===== src/rtl/reconfig_arb_pkg.sv =====
package reconfig_arb_pkg;
  typedef enum logic [1:0] {OWN_NONE = 2'd0, OWN_RX = 2'd1, OWN_TX = 2'd2} owner_e;

  typedef struct packed {
    logic selRx;
    logic selTx;
  } arbCtrl_t;
endpackage


===== src/rtl/reconfig_arb_ctrl.sv =====
module reconfig_arb_ctrl
  import reconfig_arb_pkg::*;
(
  input  logic     clk,
  input  logic     rstN,
  input  logic     rxReq,
  input  logic     txReq,
  input  logic     rxCal,
  input  logic     txCal,
  output arbCtrl_t ctrl
);
  owner_e owner, ownerNext;
  logic   lastWasTx;
  logic   rxBusy, txBusy;

  always_comb begin
    rxBusy    = rxReq | rxCal;
    txBusy    = txReq | txCal;
    ownerNext = owner;
    case (owner)
      OWN_RX:  if (!rxBusy) ownerNext = txReq ? OWN_TX : OWN_NONE;
      OWN_TX:  if (!txBusy) ownerNext = rxReq ? OWN_RX : OWN_NONE;
      default: begin
        if (rxReq && txReq) ownerNext = lastWasTx ? OWN_RX : OWN_TX;
        else if (rxReq)     ownerNext = OWN_RX;
        else if (txReq)     ownerNext = OWN_TX;
        else                ownerNext = OWN_NONE;
      end
    endcase
  end

  always_ff @(posedge clk) begin
    if (!rstN) begin
      owner     <= OWN_NONE;
      lastWasTx <= 1'b1;
    end else begin
      owner <= ownerNext;
      if (ownerNext == OWN_RX)      lastWasTx <= 1'b0;
      else if (ownerNext == OWN_TX) lastWasTx <= 1'b1;
    end
  end

  always_comb begin
    ctrl.selRx = (owner == OWN_RX);
    ctrl.selTx = (owner == OWN_TX);
  end
endmodule


===== src/rtl/reconfig_arb_datapath.sv =====
module reconfig_arb_datapath
  import reconfig_arb_pkg::*;
#(
  parameter int ADDR_W = 10,
  parameter int DATA_W = 32,
  parameter int CHSEL_W = 2
) (
  input  arbCtrl_t             ctrl,
  input  logic                 rxWrite,
  input  logic                 rxRead,
  input  logic [ADDR_W-1:0]    rxAddr,
  input  logic [DATA_W-1:0]    rxWdata,
  input  logic [CHSEL_W-1:0]   rxChanSel,
  input  logic                 txWrite,
  input  logic                 txRead,
  input  logic [ADDR_W-1:0]    txAddr,
  input  logic [DATA_W-1:0]    txWdata,
  input  logic [CHSEL_W-1:0]   txChanSel,
  input  logic [DATA_W-1:0]    xcvrRxRdata,
  input  logic                 xcvrRxWaitreq,
  input  logic [DATA_W-1:0]    xcvrTxRdata,
  input  logic                 xcvrTxWaitreq,
  input  logic                 xcvrRxCalBusy,
  input  logic                 xcvrTxCalBusy,
  output logic                 mWrite,
  output logic                 mRead,
  output logic [ADDR_W-1:0]    mAddr,
  output logic [DATA_W-1:0]    mWdata,
  output logic [CHSEL_W-1:0]   mChanSel,
  output logic [DATA_W-1:0]    rxRdata,
  output logic                 rxWaitreq,
  output logic [DATA_W-1:0]    txRdata,
  output logic                 txWaitreq,
  output logic                 rxCalBusyOut,
  output logic                 txCalBusyOut
);
  localparam int CMD_W = 2 + ADDR_W + DATA_W + CHSEL_W;

  logic [CMD_W-1:0] rxCmd, txCmd, mCmd;

  always_comb begin
    rxCmd = {rxWrite, rxRead, rxAddr, rxWdata, rxChanSel};
    txCmd = {txWrite, txRead, txAddr, txWdata, txChanSel};
    if (ctrl.selRx)      mCmd = rxCmd;
    else if (ctrl.selTx) mCmd = txCmd;
    else                 mCmd = '0;
    {mWrite, mRead, mAddr, mWdata, mChanSel} = mCmd;

    rxRdata   = ctrl.selRx ? xcvrRxRdata : '0;
    rxWaitreq = ctrl.selRx ? xcvrRxWaitreq : 1'b1;
    txRdata   = ctrl.selTx ? xcvrTxRdata : '0;
    txWaitreq = ctrl.selTx ? xcvrTxWaitreq : 1'b1;

    rxCalBusyOut = ctrl.selTx | xcvrRxCalBusy;
    txCalBusyOut = ctrl.selRx | xcvrTxCalBusy;
  end
endmodule


===== src/rtl/reconfig_arbiter.sv =====
module reconfig_arbiter
  import reconfig_arb_pkg::*;
#(
  parameter int ADDR_W = 10,
  parameter int DATA_W = 32,
  parameter int CHSEL_W = 2
) (
  input  logic               clk,
  input  logic               rstN,
  input  logic               rxEnable,
  input  logic [CHSEL_W-1:0] rxChanSel,
  input  logic               rxWrite,
  input  logic               rxRead,
  input  logic [ADDR_W-1:0]  rxAddr,
  input  logic [DATA_W-1:0]  rxWdata,
  output logic [DATA_W-1:0]  rxRdata,
  output logic               rxWaitreq,
  input  logic               txEnable,
  input  logic [CHSEL_W-1:0] txChanSel,
  input  logic               txWrite,
  input  logic               txRead,
  input  logic [ADDR_W-1:0]  txAddr,
  input  logic [DATA_W-1:0]  txWdata,
  output logic [DATA_W-1:0]  txRdata,
  output logic               txWaitreq,
  output logic               mWrite,
  output logic               mRead,
  output logic [ADDR_W-1:0]  mAddr,
  output logic [DATA_W-1:0]  mWdata,
  output logic [CHSEL_W-1:0] mChanSel,
  input  logic [DATA_W-1:0]  xcvrRxRdata,
  input  logic               xcvrRxWaitreq,
  input  logic [DATA_W-1:0]  xcvrTxRdata,
  input  logic               xcvrTxWaitreq,
  input  logic               xcvrRxCalBusy,
  input  logic               xcvrTxCalBusy,
  output logic               rxCalBusyOut,
  output logic               txCalBusyOut
);
  arbCtrl_t ctrl;
  logic     rxReq, txReq;

  assign rxReq = rxEnable | rxWrite | rxRead;
  assign txReq = txEnable | txWrite | txRead;

  reconfig_arb_ctrl ctrl_i (
    .clk   (clk),
    .rstN  (rstN),
    .rxReq (rxReq),
    .txReq (txReq),
    .rxCal (xcvrRxCalBusy),
    .txCal (xcvrTxCalBusy),
    .ctrl  (ctrl)
  );

  reconfig_arb_datapath #(
    .ADDR_W (ADDR_W),
    .DATA_W (DATA_W),
    .CHSEL_W(CHSEL_W)
  ) dp_i (
    .ctrl          (ctrl),
    .rxWrite       (rxWrite),
    .rxRead        (rxRead),
    .rxAddr        (rxAddr),
    .rxWdata       (rxWdata),
    .rxChanSel     (rxChanSel),
    .txWrite       (txWrite),
    .txRead        (txRead),
    .txAddr        (txAddr),
    .txWdata       (txWdata),
    .txChanSel     (txChanSel),
    .xcvrRxRdata   (xcvrRxRdata),
    .xcvrRxWaitreq (xcvrRxWaitreq),
    .xcvrTxRdata   (xcvrTxRdata),
    .xcvrTxWaitreq (xcvrTxWaitreq),
    .xcvrRxCalBusy (xcvrRxCalBusy),
    .xcvrTxCalBusy (xcvrTxCalBusy),
    .mWrite        (mWrite),
    .mRead         (mRead),
    .mAddr         (mAddr),
    .mWdata        (mWdata),
    .mChanSel      (mChanSel),
    .rxRdata       (rxRdata),
    .rxWaitreq     (rxWaitreq),
    .txRdata       (txRdata),
    .txWaitreq     (txWaitreq),
    .rxCalBusyOut  (rxCalBusyOut),
    .txCalBusyOut  (txCalBusyOut)
  );
endmodule


===== config.mk =====
export PLATFORM = sky130hd
export DESIGN_NAME = reconfig_arbiter
export DESIGN_NICKNAME = d
export VERILOG_FILES = /design/src/rtl/reconfig_arb_pkg.sv /design/src/rtl/reconfig_arb_ctrl.sv /design/src/rtl/reconfig_arb_datapath.sv /design/src/rtl/reconfig_arbiter.sv
export SDC_FILE = /design/constraint.sdc
export NUM_CORES = 1
export LEC_CHECK = 0
export ABC_AREA = 1
export BUFFER_PORTS_ARGS = -buffer_cell sky130_fd_sc_hd__buf_2
export CORE_AREA = 2 2 108 110
export CTS_CLUSTER_DIAMETER = 100
export DETAILED_ROUTE_END_ITERATION = 6
export DIE_AREA = 0 0 110 112
export GPL_TIMING_DRIVEN = 0
export MAX_ROUTING_LAYER = met4
export PLACE_DENSITY_LB_ADDON = 0.1
export SYNTH_ARGS = -nofsm -noshare
export SYNTH_HDL_FRONTEND = slang
export SYNTH_SLANG_ARGS = --single-unit

===== constraint.sdc =====
create_clock -name clk -period 1.6 [get_ports clk]
set_input_delay 0.16 -clock clk [delete_from_list [all_inputs] [get_ports clk]]
set_output_delay 0.16 -clock clk [all_outputs]
set_load 0.05 [all_outputs]

==> results.json, run 1 <==
{
  "outcome": "finished with violations",
  "crit_type": "reg2out",
  "slew_headroom": 0.835,
  "die_w_um": 110,
  "syn_nets": 512,
  "peakVddDrop_uv": 919,
  "clock_latency_ps": 220,
  "drt_first_iter_violations": 68,
  "antenna_found_initial": 0,
  "synth-seq-area-share": 0.0374,
  "gp_congestion": 0.798,
  "postRouteAntennaNets": 0,
  "overflow": 0,
  "cts_max_level": 1,
  "p_total_mw": 7.82,
  "cts_made_buffers": 3,
  "drt_wl_total_um": 9390,
  "placement.setup.worst_slack_ps": -187,
  "clock_skew_ps": 0.659,
  "area_delta_synth_final_pct": 180,
  "ctsRootBufferMaster": "clkbuf_16",
  "dp_hpwl_um": 7300,
  "syn_area_per_cell_um2": 4.66,
  "regArea_um2": 62.6,
  "grt.total_usage": 0.136,
  "max_freq_mhz": 594,
  "synthDistinctLibCells": 20,
  "cp.arrival_ps": 1520,
  "ys_ff_latch": 3,
  "io_buffer_count": 277,
  "die_h_um": 112,
  "leakagePower_nw": 2.90,
  "vias": 3079,
  "drc": 0,
  "final.min_clock_period_ps": 1680,
  "grt_pass1_wl_um": 13100,
  "hold_class": "in2reg",
  "clkTransAtPathRegs_ps": 30,
  "die-area_mm2": 0.0123,
  "cp_max_fo": 5,
  "final_common_cell": "buf_2",
  "period_share": 1.05,
  "fin_ws_ps": -84.5,
  "cts_tree": "yes",
  "cts_sinks": 3,
  "timing.setup.tns_ps": -1900,
  "syn_area_mm2": 0.00161,
  "mostFrequentLayoutCells": "172 x buf_2, 141 x nand2_1, 90 x buf_6",
  "viasPerCell": 3.92,
  "syn_inst": 345,
  "violations": "setup timing",
  "clockBufferDepth": 2,
  "final-max-slew-violation-count": 0,
  "power.density_mw_per_mm2": 1740,
  "maxCapViolations": 0,
  "diodes": 0,
  "io_pins": 278,
  "worst_pin_slew_ps": 248,
  "wire_per_inst_um": 11.9,
  "start_kind": "flop",
  "multi_input_area_mm2": 0.00126,
  "crit_required_ps": 1440,
  "grt_pass1_vias": 2849,
  "drt_first_pass_iters": 4,
  "hold_violations": 0,
  "grt_max_degree": 11,
  "ctsHoldBuffers": 0,
  "yosys_warnings": 0,
  "rows": 39,
  "finalSetupViolCount": 36,
  "endpoint_kind": "output port",
  "coreArea_mm2": 0.0112,
  "rsz0062_at_grt": "yes",
  "initial_utilization": 0.144,
  "nFillCells": 1169,
  "final_nets": 811,
  "drive_gt1_frac": 0.616
}
what timing repair did:
| item | CTS | global route |
|---|---|---|
| setup buffers | 10 | 5 |
| endpoints found under the setup margin | 115 | 114 |
| gates resized for setup | 229 | 92 |
| pin swaps | 11 | 10 |
| cloned | 2 | 2 |
worst max-delay path, cell delays in order (launching register included):
cell,delay [ps]
dfxtp_2,310
buf_4,140
ha_4,180
buf_12,120
bufbuf_16,260
nand3_2,70
nand2_2,60
buf_6,150
state kept, by name, indices dropped and copies added (netlist names):
signal            flops
ctrl_i.owner          2
ctrl_i.lastWasTx      1
synthesized netlist by cell type, drive strengths merged:
| master | number | area share |
|---|---|---|
| nor2 | 7 | 0.026 |
| or2 | 2 | 0.0078 |
| o21ai | 1 | 0.0031 |
| inv | 80 | 0.19 |
| buf | 23 | 0.10 |
| o22ai | 2 | 0.0078 |
| nand4 | 2 | 0.0078 |
| a21oi | 5 | 0.020 |
| ha | 3 | 0.023 |
| nand3 | 46 | 0.17 |
| nand2 | 171 | 0.40 |
| dfxtp | 3 | 0.037 |
final timing paths:
path | startpoint | end | slack (ps) | depth (start not counted)
setup / recovery | ctrl_i.owner[1] | mWdata[0] | -80 | 7
hold / removal | rstN | ctrl_i.owner[1] | 230 | 3
setup reg to reg | ctrl_i.owner[1] | ctrl_i.owner[0] | -60 | 10
hold reg to reg | ctrl_i.lastWasTx | ctrl_i.lastWasTx | 610 | 2
logic make-up after synthesis:
family / Yosys count / synth area share
compound gates: 8 / 0.0311
fa+ha+maj: 3 / 0.0234
buf+inv: 103 / 0.293
flops: 3 / 0.0374
simple gates: 228 / 0.615
report_power, final:
group	internal (mW)	switching [mW]
Clock	0.329	0.0662
Sequential	0.109	0.0349
Combinational	2.82	4.46
Total	3.26	4.56
layout make-up:
type	instances	share of cell area
Timing Repair Buffer	296	0.519
Multi-Input combinational cell	239	0.281
Inverter	80	0.0685
Buffer	21	0.0604
Tap cell	143	0.0398
Clock buffer	4	0.0175
Sequential cell	3	0.0139
metrics by stage:
stage	cells	area, µm²	hold WS [ps]	utilization
2_1_floorplan	345	1610	311	-
3_3_place_gp	765	3170	430	0.284
3_5_place_dp	765	3170	435	0.284
4_1_cts	781	4100	214	0.367
5_1_grt	786	4490	246	0.402
6_report	786	4490	227	0.402
routing by layer:
layer / share of wire / track usage
met4: 0.0033 / 0.0110
met2: 0.57 / 0.276
met3: 0.074 / 0.0152
met1: 0.36 / 0.141
met5: 0 / -
(Power assumes the default switching activity.)
==> run 2, diff against run 1 <==
Settings changed: RECOVER_POWER from default to 100.
==> run 2 against run 1 <==
The run still ends with setup timing left; sequential power about the same; utilization about the same; register-to-register slack about the same; critical path depth unchanged; setup slack about the same; final cell count unchanged; sequential cell count unchanged; critical path type unchanged; largest power group unchanged.
==> results.json, run 2 (synthesis results as in run 1) <==
{
  "cp_max_fo": 5,
  "nFillCells": 1171,
  "grt_pass1_vias": 2849,
  "max_freq_mhz": 594,
  "die_h_um": 112,
  "clock_power_share": 0.051,
  "maxCapViolations": 0,
  "critPathSlowestCell": "dfxtp_2",
  "drc": 0,
  "final_common_cell": "buf_2",
  "switchingPower_mw": 4.56,
  "cpPeakStageDelay_ps": 310,
  "fin_cells": 786,
  "start_kind": "flop",
  "grt_pass1_wl_um": 13100,
  "r2r_slack_ps": -60,
  "cts_tree": "yes",
  "mostFrequentLayoutCells": "168 x buf_2, 141 x nand2_1, 90 x buf_6",
  "cts_sinks": 3,
  "drt_wl_total_um": 9380,
  "io_buffer_count": 277,
  "gp_congestion": 0.798,
  "drive_gt1_frac": 0.616,
  "combPwrFrac": 0.931,
  "largest_register_ff_count": 2,
  "postRouteAntennaNets": 0,
  "placedCellCount": 765,
  "top_regs": "ctrl_i.owner: 2 flops, ctrl_i.lastWasTx: 1 flops",
  "cp_cell_sequence": "buf_4, ha_4, buf_12, bufbuf_16, nand3_2, nand2_2, buf_6",
  "peakVddDrop_uv": 919,
  "cp.arrival_ps": 1520,
  "cts_made_buffers": 3,
  "cp_top_family": "buffers and inverters",
  "drt_first_iter_violations": 69,
  "endpoint_kind": "output port",
  "p_seq_frac": 0.018,
  "viasPerCell": 3.92,
  "rsz0062_at_grt": "yes",
  "clockBufferDepth": 2,
  "grt.total_usage": 0.136,
  "antenna_found_initial": 0,
  "drt_first_pass_iters": 4,
  "diodes": 0,
  "dp_hpwl_um": 7300,
  "io_pins": 278,
  "worst_pin_slew_ps": 283,
  "die-area_mm2": 0.0123,
  "coreArea_mm2": 0.0112,
  "regMostFlops": "ctrl_i.owner",
  "fin_ws_ps": -84.5,
  "cts_max_level": 1,
  "initial_utilization": 0.144,
  "area_delta_synth_final_pct": 179,
  "crit_type": "reg2out",
  "clock_latency_ps": 220,
  "wire_per_inst_um": 11.9,
  "final_nets": 811,
  "hold_violations": 0,
  "final_core_util": 0.402,
  "finalSetupViolCount": 36,
  "final-max-slew-violation-count": 0,
  "final.min_clock_period_ps": 1680,
  "grt_max_degree": 11,
  "crit_buf_inv": 4,
  "clock_skew_ps": 0.659,
  "period_share": 1.05,
  "power.density_mw_per_mm2": 1740,
  "crit_required_ps": 1440,
  "ctsRootBufferMaster": "clkbuf_16",
  "outcome": "finished with violations",
  "rows": 39,
  "switching_share": 0.584,
  "leakagePower_nw": 2.90,
  "overflow": 0,
  "ctsHoldBuffers": 0,
  "slew_headroom": 0.812,
  "vias": 3079,
  "hold_class": "in2reg",
  "p_int_mw": 3.25,
  "violations": "setup timing",
  "die_w_um": 110,
  "clkTransAtPathRegs_ps": 30
}
==> run 2: changes by cell type in the layout (fill, tap and decap cells not counted), sizes merged <==
cell    change
buf         -6
clkbuf      +6
==> run 2: repair_timing <==
| action | in CTS | in global routing |
|---|---|---|
| pin swaps | 11 | 10 |
| gates cloned | 2 | 2 |
| buffers inserted | 10 | 5 |
| gates resized for setup | 229 | 92 |
| setup endpoints to repair | 115 | 114 |
| endpoints found under the hold margin | 0 | 0 |
==> run 2: layout make-up <==
cell class	count	area, µm²	area share
sequential	3	62.6	0.0139
clock buffer	4	78.8	0.0176
tap	143	179	0.0399
timing repair buffer	296	2330	0.518
multi-input combinational	239	1260	0.281
inverter	80	308	0.0686
buffer	21	272	0.0605
==> run 2: metal layers <==
layer / share of wire / global-route usage
met5: 0 / -
met2: 0.57 / 0.276
met3: 0.074 / 0.0152
met4: 0.0033 / 0.0110
met1: 0.35 / 0.141
==> run 2: power by group through the flow <==
stage	combinational [mW]	sequential (mW)	clock, mW
5_1_grt	7.70	0.147	0.409
3_3_place_gp	5.26	0.122	0
4_1_cts	6.71	0.139	0.402
6_report	7.28	0.144	0.395
3_5_place_dp	5.27	0.123	0
2_1_floorplan	4.00	0.118	0
==> run 2: path summary, 6_finish.rpt <==
path / start / end / cells after the start
max: ctrl_i.owner[1] / mWdata[0] / 7
min: rstN / ctrl_i.owner[1] / 3
max reg2reg: ctrl_i.owner[1] / ctrl_i.owner[0] / 10
min reg2reg: ctrl_i.lastWasTx / ctrl_i.lastWasTx / 2
==> run 2: through the flow <==
stage	setup TNS, ps	power (mW)	hold WS (ps)	area, µm²	setup slack (ps)
after floorplan	-488	4.12	311	1610	-216
after global placement	-186	5.38	430	3170	-149
after detailed placement	-602	5.40	435	3170	-187
after CTS	-3610	7.25	214	4100	-107
after global routing	-5850	8.25	246	4490	-123
final	-1900	7.82	227	4490	-84.5
==> run 2: worst register-to-register path, cell delays in order, from the launching register on <==
cell and delay [ps]:
dfxtp_2 310, buf_4 140, ha_4 230, buf_4 140, nor2_2 110, nand2_2 70, buf_4 130, buf_4 120
buf_4 120, buf_4 120, a21oi_1 110
